**src/rtl/sio_pkg.sv**
```systemverilog
package sio_pkg;
  localparam logic [7:0] OFS_MODE = 8'h00;
  localparam logic [7:0] OFS_STAT = 8'h10;
  localparam logic [7:0] OFS_TXD  = 8'h20;
  localparam logic [7:0] OFS_RXD  = 8'h30;
  localparam logic [7:0] OFS_BRG  = 8'h40;
  localparam logic [7:0] ALIAS_CLR = 8'h04;
  localparam logic [7:0] ALIAS_SET = 8'h08;

  localparam int unsigned B_ON    = 15;
  localparam int unsigned B_RXEN  = 12;
  localparam int unsigned B_BRK   = 11;
  localparam int unsigned B_TXEN  = 10;
  localparam int unsigned B_FULL  = 9;
  localparam int unsigned B_EMPTY = 8;
  localparam int unsigned B_OVR   = 1;
  localparam int unsigned B_AVAIL = 0;

  localparam int unsigned OVS     = 16;
  localparam int unsigned FRAME_B = 10;

  typedef enum logic [1:0] {TX_IDLE, TX_SHIFT, TX_BREAK} tx_state_e;
  typedef enum logic [1:0] {RX_IDLE, RX_START, RX_DATA, RX_STOP} rx_state_e;
endpackage

```
**src/rtl/sio_fifo.sv**
```systemverilog
module sio_fifo #(
  parameter int unsigned W     = 8,
  parameter int unsigned DEPTH = 8
) (
  input  logic         clk,
  input  logic         rst,
  input  logic         flush,
  input  logic         push,
  input  logic [W-1:0] din,
  input  logic         pop,
  output logic [W-1:0] dout,
  output logic         full,
  output logic         empty
);
  localparam int unsigned PW = $clog2(DEPTH);
  localparam int unsigned CW = PW + 1;

  logic [W-1:0]  mem [DEPTH];
  logic [PW-1:0] wp, rp;
  logic [CW-1:0] cnt;
  logic          do_push, do_pop;

  assign full    = (cnt == CW'(DEPTH));
  assign empty   = (cnt == '0);
  assign do_push = push && !full;
  assign do_pop  = pop && !empty;
  assign dout    = mem[rp];

  always_ff @(posedge clk) begin
    if (do_push) mem[wp] <= din;
  end

  always_ff @(posedge clk) begin
    if (rst || flush) begin
      wp  <= '0;
      rp  <= '0;
      cnt <= '0;
    end else begin
      if (do_push) wp <= wp + 1'b1;
      if (do_pop)  rp <= rp + 1'b1;
      if (do_push && !do_pop)      cnt <= cnt + 1'b1;
      else if (do_pop && !do_push) cnt <= cnt - 1'b1;
    end
  end
endmodule

```
**src/rtl/sio_baud.sv**
```systemverilog
module sio_baud #(
  parameter int unsigned BW = 16
) (
  input  logic          clk,
  input  logic          rst,
  input  logic          en,
  input  logic [BW-1:0] div,
  output logic          tick
);
  logic [BW-1:0] cnt;

  always_ff @(posedge clk) begin
    if (rst || !en) begin
      cnt  <= '0;
      tick <= 1'b0;
    end else if (cnt >= div) begin
      cnt  <= '0;
      tick <= 1'b1;
    end else begin
      cnt  <= cnt + 1'b1;
      tick <= 1'b0;
    end
  end
endmodule

```
**src/rtl/sio_tx.sv**
```systemverilog
module sio_tx
  import sio_pkg::*;
(
  input  logic       clk,
  input  logic       rst,
  input  logic       en,
  input  logic       tick,
  input  logic       q_empty,
  input  logic [7:0] q_data,
  input  logic       brk_req,
  output logic       q_pop,
  output logic       brk_done,
  output logic       brk_busy,
  output logic       line
);
  localparam int unsigned SUB_W = $clog2(OVS);
  localparam int unsigned BIT_W = $clog2(FRAME_B);

  tx_state_e        st;
  logic [SUB_W-1:0] sub;
  logic [BIT_W-1:0] bitn;
  logic [8:0]       sh;
  logic             bit_end, last_bit, start_brk;

  assign bit_end   = tick && (sub == SUB_W'(OVS - 1));
  assign last_bit  = (bitn == BIT_W'(FRAME_B - 1));
  assign start_brk = en && tick && (st == TX_IDLE) && brk_req;
  assign q_pop     = en && tick && (st == TX_IDLE) && !brk_req && !q_empty;
  assign brk_done  = en && (st == TX_BREAK) && bit_end && last_bit;
  assign brk_busy  = (st == TX_BREAK);

  always_ff @(posedge clk) begin
    if (rst || !en) begin
      st   <= TX_IDLE;
      line <= 1'b1;
      sub  <= '0;
      bitn <= '0;
      sh   <= '1;
    end else begin
      unique case (st)
        TX_IDLE: begin
          sub  <= '0;
          bitn <= '0;
          if (start_brk) begin
            st   <= TX_BREAK;
            line <= 1'b0;
          end else if (q_pop) begin
            st   <= TX_SHIFT;
            sh   <= {1'b1, q_data};
            line <= 1'b0;
          end
        end
        TX_SHIFT: begin
          if (tick) sub <= sub + 1'b1;
          if (bit_end) begin
            if (last_bit) begin
              st   <= TX_IDLE;
              line <= 1'b1;
            end else begin
              line <= sh[0];
              sh   <= {1'b1, sh[8:1]};
              bitn <= bitn + 1'b1;
            end
          end
        end
        TX_BREAK: begin
          if (tick) sub <= sub + 1'b1;
          if (bit_end) begin
            if (last_bit) begin
              st   <= TX_IDLE;
              line <= 1'b1;
            end else begin
              bitn <= bitn + 1'b1;
            end
          end
        end
        default: st <= TX_IDLE;
      endcase
    end
  end
endmodule

```
**src/rtl/sio_rx.sv**
```systemverilog
module sio_rx
  import sio_pkg::*;
(
  input  logic       clk,
  input  logic       rst,
  input  logic       en,
  input  logic       tick,
  input  logic       rx,
  output logic       valid,
  output logic [7:0] data
);
  localparam int unsigned SUB_W = $clog2(OVS);

  rx_state_e        st;
  logic [SUB_W-1:0] sub;
  logic [2:0]       bitn;
  logic [7:0]       sh;

  always_ff @(posedge clk) begin
    if (rst || !en) begin
      st    <= RX_IDLE;
      sub   <= '0;
      bitn  <= '0;
      sh    <= '0;
      valid <= 1'b0;
      data  <= '0;
    end else begin
      valid <= 1'b0;
      if (tick) begin
        unique case (st)
          RX_IDLE: begin
            sub  <= '0;
            bitn <= '0;
            if (!rx) st <= RX_START;
          end
          RX_START: begin
            if (sub == SUB_W'(OVS / 2 - 1)) begin
              sub <= '0;
              st  <= rx ? RX_IDLE : RX_DATA;
            end else begin
              sub <= sub + 1'b1;
            end
          end
          RX_DATA: begin
            sub <= sub + 1'b1;
            if (sub == SUB_W'(OVS - 1)) begin
              sh <= {rx, sh[7:1]};
              if (bitn == 3'd7) st <= RX_STOP;
              else              bitn <= bitn + 1'b1;
            end
          end
          RX_STOP: begin
            sub <= sub + 1'b1;
            if (sub == SUB_W'(OVS - 1)) begin
              st    <= RX_IDLE;
              valid <= rx;
              data  <= sh;
            end
          end
          default: st <= RX_IDLE;
        endcase
      end
    end
  end
endmodule

```
**src/rtl/sio_port.sv**
```systemverilog
module sio_port
  import sio_pkg::*;
#(
  parameter int unsigned DEPTH    = 8,
  parameter int unsigned BRG_W    = 16,
  parameter int unsigned BRG_INIT = 0
) (
  input  logic        clk,
  input  logic        rst,
  input  logic        wr_en,
  input  logic        rd_en,
  input  logic [7:0]  addr,
  input  logic [31:0] wdata,
  output logic [31:0] rdata,
  output logic        tx_o,
  input  logic        rx_i
);
  logic             mode_on, rx_en, tx_en, brk_q, ovr_q;
  logic [BRG_W-1:0] brg;
  logic [1:0]       rx_sync;

  logic wr_mode, wr_mode_clr, wr_mode_set;
  logic wr_stat, wr_stat_clr, wr_stat_set;
  logic wr_txd, wr_brg, rd_rxd;

  assign wr_mode     = wr_en && (addr == OFS_MODE);
  assign wr_mode_clr = wr_en && (addr == (OFS_MODE | ALIAS_CLR));
  assign wr_mode_set = wr_en && (addr == (OFS_MODE | ALIAS_SET));
  assign wr_stat     = wr_en && (addr == OFS_STAT);
  assign wr_stat_clr = wr_en && (addr == (OFS_STAT | ALIAS_CLR));
  assign wr_stat_set = wr_en && (addr == (OFS_STAT | ALIAS_SET));
  assign wr_txd      = wr_en && (addr == OFS_TXD);
  assign wr_brg      = wr_en && (addr == OFS_BRG);
  assign rd_rxd      = rd_en && (addr == OFS_RXD);

  // next value of a software bit: direct write, then set alias, then clear alias
  function automatic logic sw_bit(input logic cur, input logic dir, input logic set_w,
                                  input logic clr_w, input logic val);
    if (dir)               return val;
    else if (set_w && val) return 1'b1;
    else if (clr_w && val) return 1'b0;
    else                   return cur;
  endfunction

  // shared tick and FIFOs
  logic tick, tx_run, rx_run;
  logic tx_full, tx_empty, tx_pop;
  logic [7:0] tx_head;
  logic rx_full, rx_empty, rx_valid, rx_push, rx_take;
  logic [7:0] rx_head, rx_data;
  logic brk_done, brk_busy, fifo_flush, ovr_clr_req;

  assign tx_run      = mode_on && tx_en;
  assign rx_run      = mode_on && rx_en;
  assign fifo_flush  = wr_stat;
  assign rx_take     = rx_valid && !ovr_q;
  assign rx_push     = rx_take && !rx_full;
  assign ovr_clr_req = (wr_stat && !wdata[B_OVR]) || (wr_stat_clr && wdata[B_OVR]);

  sio_baud #(.BW(BRG_W)) u_baud (
    .clk(clk), .rst(rst), .en(mode_on), .div(brg), .tick(tick)
  );

  sio_fifo #(.W(8), .DEPTH(DEPTH)) u_txq (
    .clk(clk), .rst(rst), .flush(fifo_flush),
    .push(wr_txd), .din(wdata[7:0]), .pop(tx_pop),
    .dout(tx_head), .full(tx_full), .empty(tx_empty)
  );

  sio_fifo #(.W(8), .DEPTH(DEPTH)) u_rxq (
    .clk(clk), .rst(rst), .flush(fifo_flush),
    .push(rx_push), .din(rx_data), .pop(rd_rxd),
    .dout(rx_head), .full(rx_full), .empty(rx_empty)
  );

  sio_tx u_tx (
    .clk(clk), .rst(rst), .en(tx_run), .tick(tick),
    .q_empty(tx_empty), .q_data(tx_head), .brk_req(brk_q),
    .q_pop(tx_pop), .brk_done(brk_done), .brk_busy(brk_busy), .line(tx_o)
  );

  sio_rx u_rx (
    .clk(clk), .rst(rst), .en(rx_run), .tick(tick),
    .rx(rx_sync[1]), .valid(rx_valid), .data(rx_data)
  );

  always_ff @(posedge clk) begin
    if (rst) rx_sync <= 2'b11;
    else     rx_sync <= {rx_sync[0], rx_i};
  end

  always_ff @(posedge clk) begin
    if (rst) begin
      mode_on <= 1'b0;
      rx_en   <= 1'b0;
      tx_en   <= 1'b0;
      brk_q   <= 1'b0;
      ovr_q   <= 1'b0;
      brg     <= BRG_W'(BRG_INIT);
    end else begin
      mode_on <= sw_bit(mode_on, wr_mode, wr_mode_set, wr_mode_clr, wdata[B_ON]);
      rx_en   <= sw_bit(rx_en, wr_stat, wr_stat_set, wr_stat_clr, wdata[B_RXEN]);
      tx_en   <= sw_bit(tx_en, wr_stat, wr_stat_set, wr_stat_clr, wdata[B_TXEN]);
      brk_q   <= sw_bit(brk_q && !brk_done, wr_stat, wr_stat_set, wr_stat_clr, wdata[B_BRK]);
      if (rx_take && rx_full) ovr_q <= 1'b1;
      else ovr_q <= sw_bit(ovr_q, wr_stat, wr_stat_set, wr_stat_clr, wdata[B_OVR]);
      if (wr_brg) brg <= wdata[BRG_W-1:0];
    end
  end

  logic [31:0] stat_word;
  always_comb begin
    stat_word          = '0;
    stat_word[B_RXEN]  = rx_en;
    stat_word[B_BRK]   = brk_q;
    stat_word[B_TXEN]  = tx_en;
    stat_word[B_FULL]  = tx_full;
    stat_word[B_EMPTY] = tx_empty;
    stat_word[B_OVR]   = ovr_q;
    stat_word[B_AVAIL] = !rx_empty;
  end

  always_ff @(posedge clk) begin
    if (rst) begin
      rdata <= '0;
    end else if (rd_en) begin
      unique case (addr)
        OFS_MODE: rdata <= 32'(mode_on) << B_ON;
        OFS_STAT: rdata <= stat_word;
        OFS_RXD:  rdata <= rx_empty ? 32'd0 : {24'd0, rx_head};
        OFS_BRG:  rdata <= 32'(brg);
        default:  rdata <= '0;
      endcase
    end
  end
endmodule

```
**config.mk**
```make
export PLATFORM = sky130hd
export DESIGN_NAME = sio_port
export DESIGN_NICKNAME = d
export VERILOG_FILES = /design/src/rtl/sio_pkg.sv /design/src/rtl/sio_fifo.sv /design/src/rtl/sio_baud.sv /design/src/rtl/sio_tx.sv /design/src/rtl/sio_rx.sv /design/src/rtl/sio_port.sv
export SDC_FILE = /design/constraint.sdc
export NUM_CORES = 1
export LEC_CHECK = 0
export BUFFER_PORTS_ARGS = -buffer_cell sky130_fd_sc_hd__buf_2
export CAP_MARGIN = 20
export CORE_UTILIZATION = 25
export DETAILED_ROUTE_END_ITERATION = 8
export HOLD_SLACK_MARGIN = 0.02
export PLACE_DENSITY = 0.47
export SLEW_MARGIN = 20
export SYNTH_ARGS = -nofsm -noshare
export SYNTH_HDL_FRONTEND = slang
export SYNTH_SLANG_ARGS = --single-unit
```
**constraint.sdc**
```tcl
create_clock -name clk -period 2.8 [get_ports clk]
set_clock_uncertainty 0.05 [all_clocks]
set_input_delay 0.28 -clock clk [delete_from_list [all_inputs] [get_ports clk]]
set_output_delay 0.28 -clock clk [all_outputs]
set_load 0.02 [all_outputs]
```
==> metrics.yaml <==
tritoncts: "done"
cts_root_buf: "clkbuf_16"
yosysWarnings: 0
cp_top_family: "simple AND/OR/NAND/NOR gates"
antenna_found_initial: 0
num_rows: 76
min_period_over_period_pct: 93.85
yosys.area_share.simple_pct: 13.55
finalCriticalPeriod_ns: 2.628
die_h_um: 212.3
crit_slowest_cell: "or4_4"
drt-wirelength-per-cell_um: 16.25
gp_congestion: 0.7790
switching_share_pct: 20.47
maxSlewHeadroom_pct: 41.87
hp-start: "wdata[0]"
syn-mean-instance-area_um2: 11.58
synth_compound_area_share_pct: 8.876
setup_viol: 0
grt_use_total_pct: 12.21
dp_hpwl_um: 19110
p_int_mw: 6.310
nNetsFinal: 1147
startpoint: "u_rxq.cnt[0]"
clk_latency_ns: 0.54
cp.depth: 11
synthFlopType: "edfxtp_1"
synth_top_family_by_area: "simple AND/OR/NAND/NOR gates"
combPwrFrac_pct: 2.3
synth-async-reset-ratio_pct: 0
yosysUniqueCellTypes: 59
fmax_mhz: 380.6
drc: 0
grt_max_degree: 41
synth-edff-count: 128
synthAdderAreaFrac_pct: 4.551
diodes: 0
drtIter0Drc: 416
outcome: "complete, no violations"
totalWireLength_um: 27140
arrival_ns: 3.06
portBuffers: 45
drive_gt1_share_pct: 18.53
worst_slew_pin_slew_ns: 0.8698
num_vias: 7383
die_w_um: 212.3
n_fill_cell: 4461
start_util_pct: 25.49
cts_made_buffers: 29
post-cts-setup-buffers: 0
firstDrtPassIters: 5
path_cells: "or4_4 > nand3_1 > or2_2 > ha_2 > inv_1 > ha_1 > a21o_1 > a21oi_2 > xnor2_1 > or3_1 > a21oi_1"
path_class: "register to register"
reg2reg_depth: 11
maxSlewViolCount: 0
ant_nets: 0
power.static_leakage_nw: 4.305
clk_path_buf_depth: 3
synth_mux_area_share_pct: 9.397
vdd_drop_max_mv: 0.4222
core_area_mm2: 0.04336
whs_path_depth: 1
synth_seq_cells: 255
end_kind: "register"
p_sw_mw: 1.624
p_clk_share_pct: 48.4
first_global_vias: 7162
max_stage_delay_ns: 0.54
ios: 78
syn_to_final_growth_pct: 20.77
grt_pass1_wl_um: 42060
htree_num_levels: 1
seq_area_frac_synth_pct: 57.78
pwr-share-seq_pct: 49.3
worst_hold_slack_ns: 0.04631
power_density_mw_per_mm2: 594.4
synth-xor-area-share_pct: 2.219
path_buf_inv: 1
fin_setup_tns_ns: 0
cp.required_ns: 3.23
r2r_start: "u_rxq.cnt[0]"
clock_sinks: 255
min_path_type: "input port to register"
postLayoutCoreUtil_pct: 30.78
rsz0062_at_grt: "false"
startpoint_type: "register"
die_area_mm2: 0.04505
critPathMaxFanout: 5
power_mw: 7.935
maxCapViolCount: 0
netlist_instances: 954
hold_viol: 0
pre_cts_slack_ns: -0.1230
clkTransAtPathRegs_ns: 0.06
fin_ws_ns: 0.1723
grt_remaining_overflow: 0
via_per_inst: 4.421
syn_area_mm2: 0.01105
cell usage after synthesis, drive strengths merged (3+ instances only):
library cell	number	area, µm²
nor2b	7	43.79
a21o	6	45.04
nand4	14	87.58
nand2	70	262.8
edfxtp	128	3844
and4	5	43.79
o21ai	14	70.07
clkbuf	27	101.4
xor2	21	183.9
nand3	33	165.2
o211ai	14	105.1
mux2i	43	430.4
xnor2	7	61.31
a21oi	62	310.3
a211oi	4	30.03
nor3	18	90.09
ha	37	462.9
o21a	11	82.58
a22oi	15	112.6
or3	3	18.77
and3	6	37.54
inv	30	112.6
nor2	116	437.9
o221ai	8	70.07
and2	5	31.28
mux4	16	360.4
nor4	4	37.53
or2	4	25.02
buf	28	178.9
a311oi	6	52.55
nand3b	3	22.52
nand2b	13	81.33
mux2	22	247.7
dfxtp	127	2542
nor4b	4	50.05
through the flow:
stage | instance area, µm² | instances
2_1_floorplan | 11110 | 969
3_3_place_gp | 12260 | 1606
3_5_place_dp | 12260 | 1606
4_1_cts | 13340 | 1670
5_1_grt | 13350 | 1670
6_report | 13350 | 1670
placed cells by master, fill, tap and decap left out, types with 7 or more instances in the layout:
cell	netlist	final
a21oi_1	62	61
a22oi_1	15	15
buf_2	8	45
buf_4	17	62
clkbuf_1	27	8
clkbuf_16	0	29
conb_1	1	16
dfxtp_1	127	125
dlygate4sd3_1	0	11
edfxtp_1	128	128
ha_1	37	36
inv_1	30	30
mux2_2	22	22
mux2i_1	43	43
mux4_2	16	16
nand2_1	70	70
nand2b_1	13	13
nand3_1	33	33
nand4_1	14	14
nor2_1	115	115
nor2b_1	7	7
nor3_1	18	18
o211ai_1	14	14
o21a_1	11	11
o21ai_0	14	14
o221ai_1	8	8
xnor2_1	7	7
xor2_1	21	21
layer usage:
layer | routed length [µm] | global-route usage [%] | vias to the layer above
met1 | 13320 | 17.11 | 3561
met4 | 548 | 3.200 | 0
li1 | - | - | 3681
met2 | 12240 | 19.39 | 104
met3 | 1028 | 2.068 | 37
met5 | 0 | 0 | -
registers in the layout (all words and copies together), names as in the netlist, 8 cells and up, named ones only:
| signal | count |
|---|---|
| u_baud.cnt | 16 |
| u_rx.sh | 8 |
| u_txq.mem | 64 |
| u_rx.data | 8 |
| u_tx.sh | 8 |
| u_rxq.mem | 64 |
| brg | 16 |
| rdata | 16 |
power by group through the flow:
| stage | sequential [mW] | clock (mW) | combinational (mW) |
|---|---|---|---|
| after floorplan | 4.00 | 0 | 0.0826 |
| after global placement | 3.99 | 0 | 0.170 |
| after detailed placement | 3.99 | 0 | 0.172 |
| after CTS | 3.91 | 3.97 | 0.185 |
| after global routing | 3.91 | 4.09 | 0.198 |
| final | 3.91 | 3.84 | 0.182 |
kinds of logic (layout without fill, tap and decap cells):
| group | after synthesis | after routing |
|---|---|---|
| xor+xnor | 28 | 28 |
| buf+inv | 86 | 202 |
| compound gates | 152 | 152 |
| mux | 81 | 81 |
| flops | 255 | 255 |
| fa+ha+maj | 39 | 39 |
| other cells | 1 | 16 |
| simple gates | 312 | 312 |
final cells by class:
cell class,instances,area [µm²],area share (%)
clock buffers,40,797.0,5.971
inverters,31,116.4,0.8718
multi-input cells,628,4347,32.56
clock inverters,13,166.4,1.247
well taps,585,732.0,5.484
flip-flops and latches,255,6389,47.86
repair buffers,118,800.8,5.999
timing repair:
item                                    CTS  global route
gates resized for setup                   0             5
endpoints found under the setup margin    0             1
endpoints found under the hold margin    29             0
hold buffers                             11             0
path summary, 6_finish.rpt:
check	slack, ns	to
min	0.05	u_txq.mem[4][0]
max	0.17	u_rxq.cnt[3]
max reg2reg	0.17	u_rxq.cnt[3]
min reg2reg	0.36	rx_sync[1]
Power figures use the tool's default switching activity.
